## src/rtl/irq_pkg.sv

```systemverilog
package irq_pkg;
    parameter int LVL_FIRST   = 3;
    parameter int NUM_LVL     = 4;
    parameter int DEV_PER_LVL = 4;
    parameter int ADDR_W      = 12;
    parameter int DATA_W      = 8;
    parameter int STAT_OFS    = 'h100;
    parameter int EN_OFS      = 'h104;
    parameter int LVL_STRIDE  = 'h10;

    localparam int NUM_DEV = NUM_LVL * DEV_PER_LVL;
    localparam int MODE_BIT = DATA_W - 1;

    typedef enum logic [1:0] {
        FLD_NONE,
        FLD_STAT,
        FLD_EN
    } field_e;

    function automatic logic [ADDR_W-1:0] stat_addr(input int idx);
        return ADDR_W'(STAT_OFS + LVL_STRIDE * (idx + LVL_FIRST));
    endfunction

    function automatic logic [ADDR_W-1:0] en_addr(input int idx);
        return ADDR_W'(EN_OFS + LVL_STRIDE * (idx + LVL_FIRST));
    endfunction
endpackage

```

## src/rtl/irq_sync.sv

```systemverilog
module irq_sync #(
    parameter int W = 16
) (
    input  logic         clk,
    input  logic         rst_n,
    input  logic [W-1:0] async_in,
    output logic [W-1:0] sync_out
);
    logic [W-1:0] meta_q;

    always_ff @(posedge clk) begin
        if (!rst_n) begin
            meta_q   <= '0;
            sync_out <= '0;
        end else begin
            meta_q   <= async_in;
            sync_out <= meta_q;
        end
    end
endmodule

```

## src/rtl/irq_level.sv

```systemverilog
module irq_level #(
    parameter int NDEV = 4
) (
    input  logic            clk,
    input  logic            rst_n,
    input  logic [NDEV-1:0] stat,
    input  logic            we,
    input  logic            set_mode,
    input  logic [NDEV-1:0] mask,
    output logic [NDEV-1:0] en_q,
    output logic            irq_q
);
    logic [NDEV-1:0] en_d;

    always_comb begin
        en_d = en_q;
        if (we) begin
            unique case (set_mode)
                1'b1: en_d = en_q | mask;
                1'b0: en_d = en_q & ~mask;
                default: en_d = en_q;
            endcase
        end
    end

    always_ff @(posedge clk) begin
        if (!rst_n) begin
            en_q  <= '0;
            irq_q <= 1'b0;
        end else begin
            en_q  <= en_d;
            irq_q <= |(stat & en_q);
        end
    end
endmodule

```

## src/rtl/irq_regbus.sv

```systemverilog
module irq_regbus
    import irq_pkg::*;
#(
    parameter int NL = NUM_LVL,
    parameter int ND = DEV_PER_LVL,
    parameter int AW = ADDR_W,
    parameter int DW = DATA_W
) (
    input  logic             clk,
    input  logic             rst_n,
    input  logic [AW-1:0]    addr,
    input  logic             wr_en,
    input  logic             rd_en,
    input  logic [DW-1:0]    wr_data,
    input  logic [NL*ND-1:0] stat_flat,
    input  logic [NL*ND-1:0] en_flat,
    output logic [NL-1:0]    en_we,
    output logic             set_mode,
    output logic [ND-1:0]    mask,
    output logic [DW-1:0]    rd_data
);
    field_e        fld;
    logic [ND-1:0] sel_bits;
    logic [NL-1:0] en_hit;
    logic [DW-1:0] rd_mux;
    logic          unused_wbits;

    assign set_mode     = wr_data[DW-1];
    assign mask         = wr_data[ND-1:0];
    assign unused_wbits = ^wr_data[DW-2:ND];

    always_comb begin
        fld      = FLD_NONE;
        sel_bits = '0;
        en_hit   = '0;
        for (int i = 0; i < NL; i++) begin
            if (addr == stat_addr(i)) begin
                fld      = FLD_STAT;
                sel_bits = stat_flat[i*ND +: ND];
            end
            if (addr == en_addr(i)) begin
                fld       = FLD_EN;
                sel_bits  = en_flat[i*ND +: ND];
                en_hit[i] = 1'b1;
            end
        end
    end

    always_comb begin
        rd_mux = '0;
        unique case (fld)
            FLD_STAT, FLD_EN: rd_mux = {{(DW-ND){1'b0}}, sel_bits};
            default:          rd_mux = '0;
        endcase
    end

    assign en_we = wr_en ? en_hit : '0;

    always_ff @(posedge clk) begin
        if (!rst_n) begin
            rd_data <= '0;
        end else if (rd_en) begin
            rd_data <= rd_mux;
        end
    end
endmodule

```

## src/rtl/irq_level_ctrl.sv

```systemverilog
module irq_level_ctrl
    import irq_pkg::*;
(
    input  logic                  clk,
    input  logic                  rst_n,
    input  logic [ADDR_W-1:0]     addr,
    input  logic                  wr_en,
    input  logic                  rd_en,
    input  logic [DATA_W-1:0]     wr_data,
    output logic [DATA_W-1:0]     rd_data,
    input  logic [NUM_DEV-1:0]    dev_req,
    output logic [NUM_LVL-1:0]    irq_out
);
    logic [NUM_DEV-1:0]     stat_flat;
    logic [NUM_DEV-1:0]     en_flat;
    logic [NUM_LVL-1:0]     en_we;
    logic                   set_mode;
    logic [DEV_PER_LVL-1:0] mask;

    irq_sync #(.W(NUM_DEV)) u_sync (
        .clk      (clk),
        .rst_n    (rst_n),
        .async_in (dev_req),
        .sync_out (stat_flat)
    );

    irq_regbus u_bus (
        .clk       (clk),
        .rst_n     (rst_n),
        .addr      (addr),
        .wr_en     (wr_en),
        .rd_en     (rd_en),
        .wr_data   (wr_data),
        .stat_flat (stat_flat),
        .en_flat   (en_flat),
        .en_we     (en_we),
        .set_mode  (set_mode),
        .mask      (mask),
        .rd_data   (rd_data)
    );

    for (genvar g = 0; g < NUM_LVL; g++) begin : g_lvl
        irq_level #(.NDEV(DEV_PER_LVL)) u_lvl (
            .clk      (clk),
            .rst_n    (rst_n),
            .stat     (stat_flat[g*DEV_PER_LVL +: DEV_PER_LVL]),
            .we       (en_we[g]),
            .set_mode (set_mode),
            .mask     (mask),
            .en_q     (en_flat[g*DEV_PER_LVL +: DEV_PER_LVL]),
            .irq_q    (irq_out[g])
        );
    end
endmodule

```

## config.mk

```make
export PLATFORM = sky130hd
export DESIGN_NAME = irq_level_ctrl
export DESIGN_NICKNAME = d
export VERILOG_FILES = /design/src/rtl/irq_pkg.sv /design/src/rtl/irq_sync.sv /design/src/rtl/irq_level.sv /design/src/rtl/irq_regbus.sv /design/src/rtl/irq_level_ctrl.sv
export SDC_FILE = /design/constraint.sdc
export NUM_CORES = 1
export LEC_CHECK = 0
export ABC_AREA = 1
export BUFFER_PORTS_ARGS = -buffer_cell sky130_fd_sc_hd__buf_2
export CORE_MARGIN = 4
export CORE_UTILIZATION = 49
export CTS_CLUSTER_DIAMETER = 80
export DETAILED_ROUTE_END_ITERATION = 10
export PLACE_DENSITY = 0.75
export SLEW_MARGIN = 20
export SYNTH_ARGS = -nofsm -noshare
export SYNTH_HDL_FRONTEND = slang
export SYNTH_HIERARCHICAL = 1
export SYNTH_SLANG_ARGS = --single-unit
```

## constraint.sdc

```tcl
create_clock -name clk -period 1.3 [get_ports clk]
set_input_delay 0.26 -clock clk [delete_from_list [all_inputs] [get_ports clk]]
set_output_delay 0.26 -clock clk [all_outputs]
set_load 0.03 [all_outputs]
```

* Word-level counts from Yosys, hierarchy flattened *
Cells that the tools add are included.
W data, S select, Z words.

storage, ports and cells
  flip-flop bits (word level) = 60
  logic and storage cells = 66

operators by class
  bitwise gates (word level) = 14
  muxes and demuxes = 26
  reductions and logical operators = 5
  equal/unequal tests = 10

operators by type and width
  operator               count
  $eq A12 B9 Y1 const B  8
  $mux W4                10
  $and A4 B4 Y4          8
  $pmux W4 S2            4
  $or A4 B4 Y4           4
  $reduce_or A4 Y1       4
  $mux W2                7
  $mux W1                5
  $not A4 Y4             1
  $eq A2 B1 Y1 const B   1
  $eq A2 B2 Y1 const B   1
  $reduce_or A2 Y1       1
  $not A1 Y1             1

* Depth between registers and ports, before layout *
Gate-level depths: netlist of the first run.

  depth after elaboration = 12
  depth in mapped cells = 13

* Modules after synthesis *
Netlist of the first run, hierarchy kept.

modules (own cells, without submodules)
  module      seq. area each (um^2)  cells an instance  instances  area each (um^2)
  irq_sync    640.6                  99                 1          914.6
  irq_regbus  80.1                   165                1          887.1
  irq_level   100.1                  31                 4          215.2

* Least setup slack after synthesis of the first run *
OpenSTA, ideal clock, no wires.

  path kind = input-to-reg
  from = input addr[3]
  to = register with a tool-made name
  arrival time = 1239 ps
  slack = -8 ps
  library setup time = 70 ps
  stages on the path = 8
  required time = 1230 ps
  cells stage by stage = nor2_2 > nand2_4 > nor2_8 > inv_4 > nor3_1 > buf_6 > nand3_1 > a21oi_1

RTL lines
  element          RTL line             text
  start, declared  irq_level_ctrl.sv:6  input logic [ADDR_W-1:0] addr,

* Worst setup path after layout of the first run *
  from = input addr[3]
  to = register u_bus.rd_data[0]

between the ends
  word-level cells in the longest chain between the ends = 12

ends and longest elaborated chain
  element                                              RTL line          text
  $eq A12 B9 Y1                                        irq_regbus.sv:37  if (addr == stat_addr(i)) begin
  $mux W1                                              irq_regbus.sv:37
  $mux W2                                              irq_regbus.sv:41  if (addr == en_addr(i)) begin
  $mux W2                                              irq_regbus.sv:37
  $mux W2                                              irq_regbus.sv:41
  $mux W2                                              irq_regbus.sv:37
  $mux W2                                              irq_regbus.sv:41
  $mux W2                                              irq_regbus.sv:37
  $mux W2                                              irq_regbus.sv:41
  $eq A2 B1 Y1 / $eq A2 B2 Y1 (equally long branches)  irq_regbus.sv:51  unique case (fld)
  $reduce_or A2 Y1                                     irq_regbus.sv:51
  $mux W4 (*)                                          irq_regbus.sv:51
  end signal, assigned                                 irq_regbus.sv:63  rd_data <= rd_mux;
  end, declared                                        irq_regbus.sv:20  output logic [DW-1:0] rd_data

Every way passes the cells marked *; elsewhere a longest branch is shown, timed or not.
A chain may end at the register's enable or synchronous reset.

==> results.sh, run 1 <==
export IMPL_status="completed"
export IMPL_slew_viol_final=0
export IMPL_p_per_area_mw_per_mm2=938.1
export IMPL_grt_pass1_wl_um=9252
export IMPL_ys_flop_type="dfxtp_1"
export IMPL_synth_area_mm2=0.002663
export IMPL_cts_tree="yes"
export IMPL_wl_um=5605
export IMPL_synthMuxAreaShare=0
export IMPL_clk_pin_slew_ns=0.09
export IMPL_synth_top_area_share=0.4211
export IMPL_cp_max_fo=7
export IMPL_fin_crit_sh=0.9973
export IMPL_yosysSeqAreaShare=0.4211
export IMPL_layout_drive_gt1_share=0.2455
export IMPL_stdcell_count=510
export IMPL_fin_nets=480
export IMPL_grt_start_max_net_pins=21
export IMPL_htreeDepth=2
export IMPL_startpoint_type="input port"
export IMPL_cts_buffers=5
export IMPL_ant_nets=0
export IMPL_routed_via_count=2383
export IMPL_yosysWarnings=6
export IMPL_initial_core_util=0.5148
export IMPL_min_path_type="input port to flip-flop"
export IMPL_setup_viol=0
export IMPL_synth_area_leaders="dfxtp_1, nand2_1, inv_1"
export IMPL_wl_per_cell_um=10.99
export IMPL_drt_initial_drc_count=102
export IMPL_setup_ws_ns=0.003565
export IMPL_rsz0062_at_grt="true"
export IMPL_ios=52
export IMPL_hpwlAfterDp_um=4372
export IMPL_via_per_inst=4.673
export IMPL_clock_skew_ns=0.005287
export IMPL_die_width_um=81.72
export IMPL_clock_latency_ns=0.30
export IMPL_synth_fa_ha_area_frac=0
export IMPL_synth_edf_count=0
export IMPL_antenna_found_initial=0
export IMPL_synth_xor_area_frac=0
export IMPL_cts_sinks=56
export IMPL_postSynthAreaPerCell_um2=6.862
export IMPL_hold_viol=0
export IMPL_port_buffers=44
export IMPL_yosysMostFrequentCell="nand2_1"
export IMPL_synth_compound_area_share=0.06861
export IMPL_hold_ws_ns=0.1291
export IMPL_gr_usage_all_layers=0.1788
export IMPL_antenna_cells=0
export IMPL_synth_largest_area_cell="dfxtp_1"
export IMPL_core_mm2=0.005172
export IMPL_dieHeight_um=81.72
export IMPL_place_area_mm2=0.002950
export IMPL_dieArea_mm2=0.006677
export IMPL_area_growth_pct=18.00
export IMPL_p_leak_nw=1.657
export IMPL_crit_type="input port to flip-flop"
export IMPL_grt_pass1_vias=2142
export IMPL_root_buffer="clkbuf_8"
export IMPL_synth_common_cells="nand2_1, dfxtp_1, inv_1"
export IMPL_worstPathArrival_ns=1.54
export IMPL_rows=26
export IMPL_clk_path_buf_depth=2
export IMPL_peakVddDrop_mv=0.6182
export IMPL_final_area_mm2=0.003142
export IMPL_async_flop_share=0
export IMPL_fmax_ghz=0.7713
export IMPL_drc_errors=0
export IMPL_grt_overflow=0
export IMPL_syn_inst=388
export IMPL_gp_congestion=0.8573
export IMPL_ys_ff_latch=56
export IMPL_synth_top_family_by_area="simple AND/OR/NAND/NOR gates"
export IMPL_netlist_cell_type_count=24
export IMPL_dp_slack_ns=-0.2544
export IMPL_drv_cap=0
export IMPL_placed_cells=502
export IMPL_synth_simple_gate_area_share=0.3656
export IMPL_dr_pass1_iters=4
export IMPL_postCtsHoldBufs=0
export IMPL_min_period_ns=1.296
export IMPL_end_kind="flip-flop"
export IMPL_crit_required_ns=1.54
export IMPL_finalPower_mw=2.947
==> power by group <==
group	leakage (nW)	total, mW	internal [mW]	switching [mW]
logic	1.16	0.263	0.0968	0.166
registers	0.458	1.78	1.76	0.0196
clock network	0.0406	0.904	0.376	0.528
total	1.66	2.95	2.23	0.714
==> per-stage QoR <==
stage               TNS (ns)    util
floorplan                  0       -
global placement      -3.035  0.5704
detailed placement    -3.589  0.5704
CTS                        0  0.5868
global route         -0.1519  0.6074
finish                     0  0.6074
==> what timing repair did <==
action                                 in CTS  in global routing
endpoints found under the hold margin       0                  0
buffers inserted                            0                  1
setup endpoints to repair                   0                  5
gates resized for setup                     0                 27
==> per-layer routing <==
| layer | part of all wire | GRT usage | wire, um |
|---|---|---|---|
| met3 | 0.065 | 0.03509 | 367 |
| met1 | 0.47 | 0.2282 | 2608 |
| met4 | 0.015 | 0.06811 | 86 |
| met2 | 0.45 | 0.2980 | 2543 |
| met5 | 0 | 0 | 0 |
==> layout make-up <==
class	instances	area, um^2
fillers	478	2031
multi-input cells	257	1250
flip-flops and latches	56	1121
repair buffers	58	360.3
inverters	62	237.7
well taps	70	87.58
clock buffers	5	68.82
clock inverters	2	16.27
==> kinds of logic (layout without fill, tap and decap cells) <==
kind of cell,count (synthesis),count (layout)
AOI/OAI and AO/OA,34,34
DFF,56,56
buffers and inverters,78,127
and+or+nand+nor,219,219
other,1,4
==> layout by cell type, fill, tap and decap left out, types with 2 or more instances in the layout <==
cell / synthesis / layout
a21oi_1: 24 / 23
a21oi_2: 1 / 2
buf_2: 0 / 41
buf_4: 9 / 12
buf_6: 7 / 4
clkbuf_8: 0 / 5
conb_1: 1 / 4
dfxtp_1: 56 / 56
inv_1: 56 / 54
inv_2: 5 / 6
inv_4: 1 / 2
nand2_1: 132 / 129
nand2_2: 6 / 8
nand2_4: 2 / 3
nand3_1: 28 / 24
nand3_2: 2 / 6
nand4_1: 3 / 3
nor2_1: 34 / 29
nor2_2: 4 / 4
nor2_4: 5 / 10
o21ai_0: 4 / 3
o22ai_1: 3 / 3
==> worst max-delay path, stage by stage <==
cell and delay (ns):
buf_2 0.11, nor2_4 0.10, nand2_4 0.10, nor2_8 0.20, inv_4 0.05, a21oi_2 0.14
nor2_1 0.07, nand3_2 0.08, nand2_2 0.08, nor2_2 0.12, nand2_1 0.07, a21oi_1 0.14
==> path summary, 6_finish.rpt <==
check                           cells after the start                              to                          start  slack, ns
worst min-delay path                                3    u_sync/meta_q[11]$_SDFF_PN0_                    dev_req[11]       0.13
worst max-delay path                               12   u_bus/rd_data[0]$_SDFFE_PN0P_                        addr[3]      0.004
worst max register to register                      8   u_bus/rd_data[2]$_SDFFE_PN0P_  u_sync/sync_out[6]$_SDFF_PN0_       0.21
worst min register to register                      2  u_sync/sync_out[14]$_SDFF_PN0_   u_sync/meta_q[14]$_SDFF_PN0_       0.42
Power figures use the tool's default switching activity.
==> run 2, diff against run 1 <==
--- a/config.mk
+++ b/config.mk
@@ -7,10 +7,12 @@
 export LEC_CHECK = 0
 export ABC_AREA = 1
 export BUFFER_PORTS_ARGS = -buffer_cell sky130_fd_sc_hd__buf_2
+export CORE_ASPECT_RATIO = 0.8
 export CORE_MARGIN = 4
 export CORE_UTILIZATION = 49
 export CTS_CLUSTER_DIAMETER = 80
 export DETAILED_ROUTE_END_ITERATION = 10
+export GPL_TIMING_DRIVEN = 0
 export PLACE_DENSITY = 0.75
 export SLEW_MARGIN = 20
 export SYNTH_ARGS = -nofsm -noshare
==> run 2 against run 1 <==
The run now ends with setup timing left. Clock skew shrank 0.0038 ns. Hold slack better by 0.0068 ns. Core utilization rose by 1.5 points. Critical path type unchanged. Global-route usage shrank 0.87 points. Largest power group unchanged. Non-clock buffer count up 3. Sequential share of layout area shrank 0.55 points. Clock power rose by 1%. Via count is 0.42% lower. Critical path depth grew 2. Register-to-register slack gained 0.03 ns. Final area grew 1.6%. Final cell count is 0.78% lower.
==> results.sh, run 2 (synthesis gave the netlist of run 1 again) <==
export IMPL_status="finished with violations"
export IMPL_violations="setup timing"
export IMPL_setup_viol=2
export IMPL_rows=23
export IMPL_crit_type="input port to flip-flop"
export IMPL_placed_cells=492
export IMPL_core_mm2=0.005122
export IMPL_hold_ws_ns=0.1359
export IMPL_clock_latency_ns=0.29
export IMPL_gp_congestion=0.8299
export IMPL_htreeDepth=2
export IMPL_grt_pass1_vias=2097
export IMPL_clk_pin_slew_ns=0.09
export IMPL_hpwlAfterDp_um=4354
export IMPL_ios=52
export IMPL_wl_um=5743
export IMPL_place_area_mm2=0.002952
export IMPL_layout_drive_gt1_share=0.2477
export IMPL_r2r_end="u_bus/rd_data[2]$_SDFFE_PN0P_"
export IMPL_drc_errors=0
export IMPL_min_from="dev_req[14]"
export IMPL_ant_nets=0
export IMPL_cts_buffers=5
export IMPL_fin_nets=483
export IMPL_rsz0062_at_grt="true"
export IMPL_cp_max_fo=6
export IMPL_drv_cap=0
export IMPL_holdPathStages=3
export IMPL_fillers=484
export IMPL_p_leak_nw=1.681
export IMPL_crit_required_ns=1.54
export IMPL_rrSetupSlack_ns=0.24
export IMPL_postCtsHoldBufs=0
export IMPL_die_width_um=90.42
export IMPL_finalPower_mw=2.966
export IMPL_fin_crit_sh=1.026
export IMPL_end_kind="flip-flop"
export IMPL_via_per_inst=4.690
export IMPL_final_area_mm2=0.003191
export IMPL_peakVddDrop_mv=0.8660
export IMPL_root_buffer="clkbuf_8"
export IMPL_setup_tns_ns=-0.04394
export IMPL_fmax_ghz=0.7500
export IMPL_hold_viol=0
export IMPL_drt_initial_drc_count=168
export IMPL_routed_via_count=2373
export IMPL_clk_path_buf_depth=2
export IMPL_clock_skew_ns=0.001529
export IMPL_mostFrequentLayoutCells="nand2_1, dfxtp_1, inv_1"
export IMPL_setup_ws_ns=-0.03341
export IMPL_p_per_area_mw_per_mm2=929.5
export IMPL_dp_slack_ns=-0.3092
export IMPL_dieArea_mm2=0.006684
export IMPL_grt_start_max_net_pins=18
export IMPL_final_util=0.6229
export IMPL_min_period_ns=1.333
export IMPL_hold_end="u_sync/meta_q[14]$_SDFF_PN0_"
export IMPL_cts_tree="yes"
export IMPL_min_path_type="input port to flip-flop"
export IMPL_antenna_found_initial=0
export IMPL_gr_usage_all_layers=0.1701
export IMPL_dieHeight_um=73.93
export IMPL_seq_area_mm2=0.001121
export IMPL_cts_sinks=56
export IMPL_area_growth_pct=19.83
export IMPL_dr_pass1_iters=4
export IMPL_worstReg2RegStart="u_sync/sync_out[6]$_SDFF_PN0_"
export IMPL_initial_core_util=0.5198
export IMPL_grt_pass1_wl_um=9211
export IMPL_port_buffers=39
export IMPL_wl_per_cell_um=11.35
export IMPL_multi_input_area_mm2=0.001241
export IMPL_r2r_cells=8
export IMPL_startpoint_type="input port"
export IMPL_worstPathArrival_ns=1.57
export IMPL_slew_viol_final=0
export IMPL_layout_commonest_cell="nand2_1"
export IMPL_grt_overflow=0
export IMPL_antenna_cells=0
export IMPL_stdcell_count=506
==> run 2: final cells by class <==
type / instances / area share
buffer: 16 / 0.04588
inverter: 62 / 0.07451
clock buffer: 6 / 0.02275
clock inverter: 2 / 0.005098
sequential: 56 / 0.3514
tap: 62 / 0.02431
timing repair buffer: 45 / 0.08706
multi-input combinational: 257 / 0.3890
==> run 2: layer usage <==
metal  up-vias  part of all wire  global-route usage
met5         -                 0                   0
met4         0            0.0044             0.03226
met3         4             0.084             0.04550
met2        86              0.44              0.2773
met1      1009              0.47              0.2323
li1       1274                 -                   -
==> run 2: power breakdown <==
group          switching, mW  internal (mW)
Sequential            0.0202           1.76
Combinational          0.163          0.106
Clock                  0.531          0.384
==> run 2: repair_timing <==
item,in CTS,in global routing
endpoints found under the setup margin,0,13
buffers inserted,0,6
resized for setup,0,25
==> run 2: worst max-delay path, stage by stage <==
cell and delay (ns):
buf_2 0.10, inv_1 0.06, nand2_2 0.06, nor2_4 0.16, nand2_2 0.09, nor2_4 0.15, nand2_4 0.09, inv_4 0.08
nor2_2 0.04, nand3_2 0.07, nand2_2 0.08, nor2_1 0.11, nand2_1 0.08, a21oi_1 0.13
==> run 2: worst max-delay path by stage <==
stage / from / to / slack [ns] / depth (start not counted)
after global routing: addr[11] / u_bus/rd_data[1]$_SDFFE_PN0P_ / -0.1 / 14
after global placement: addr[3] / u_bus/rd_data[1]$_SDFFE_PN0P_ / -0.27 / 12
after detailed placement: addr[9] / u_bus/rd_data[1]$_SDFFE_PN0P_ / -0.31 / 14
after floorplan: addr[3] / u_bus/rd_data[0]$_SDFFE_PN0P_ / 0.02 / 11
after CTS: addr[9] / u_bus/rd_data[1]$_SDFFE_PN0P_ / 0.003 / 14
final: addr[9] / u_bus/rd_data[1]$_SDFFE_PN0P_ / -0.03 / 14
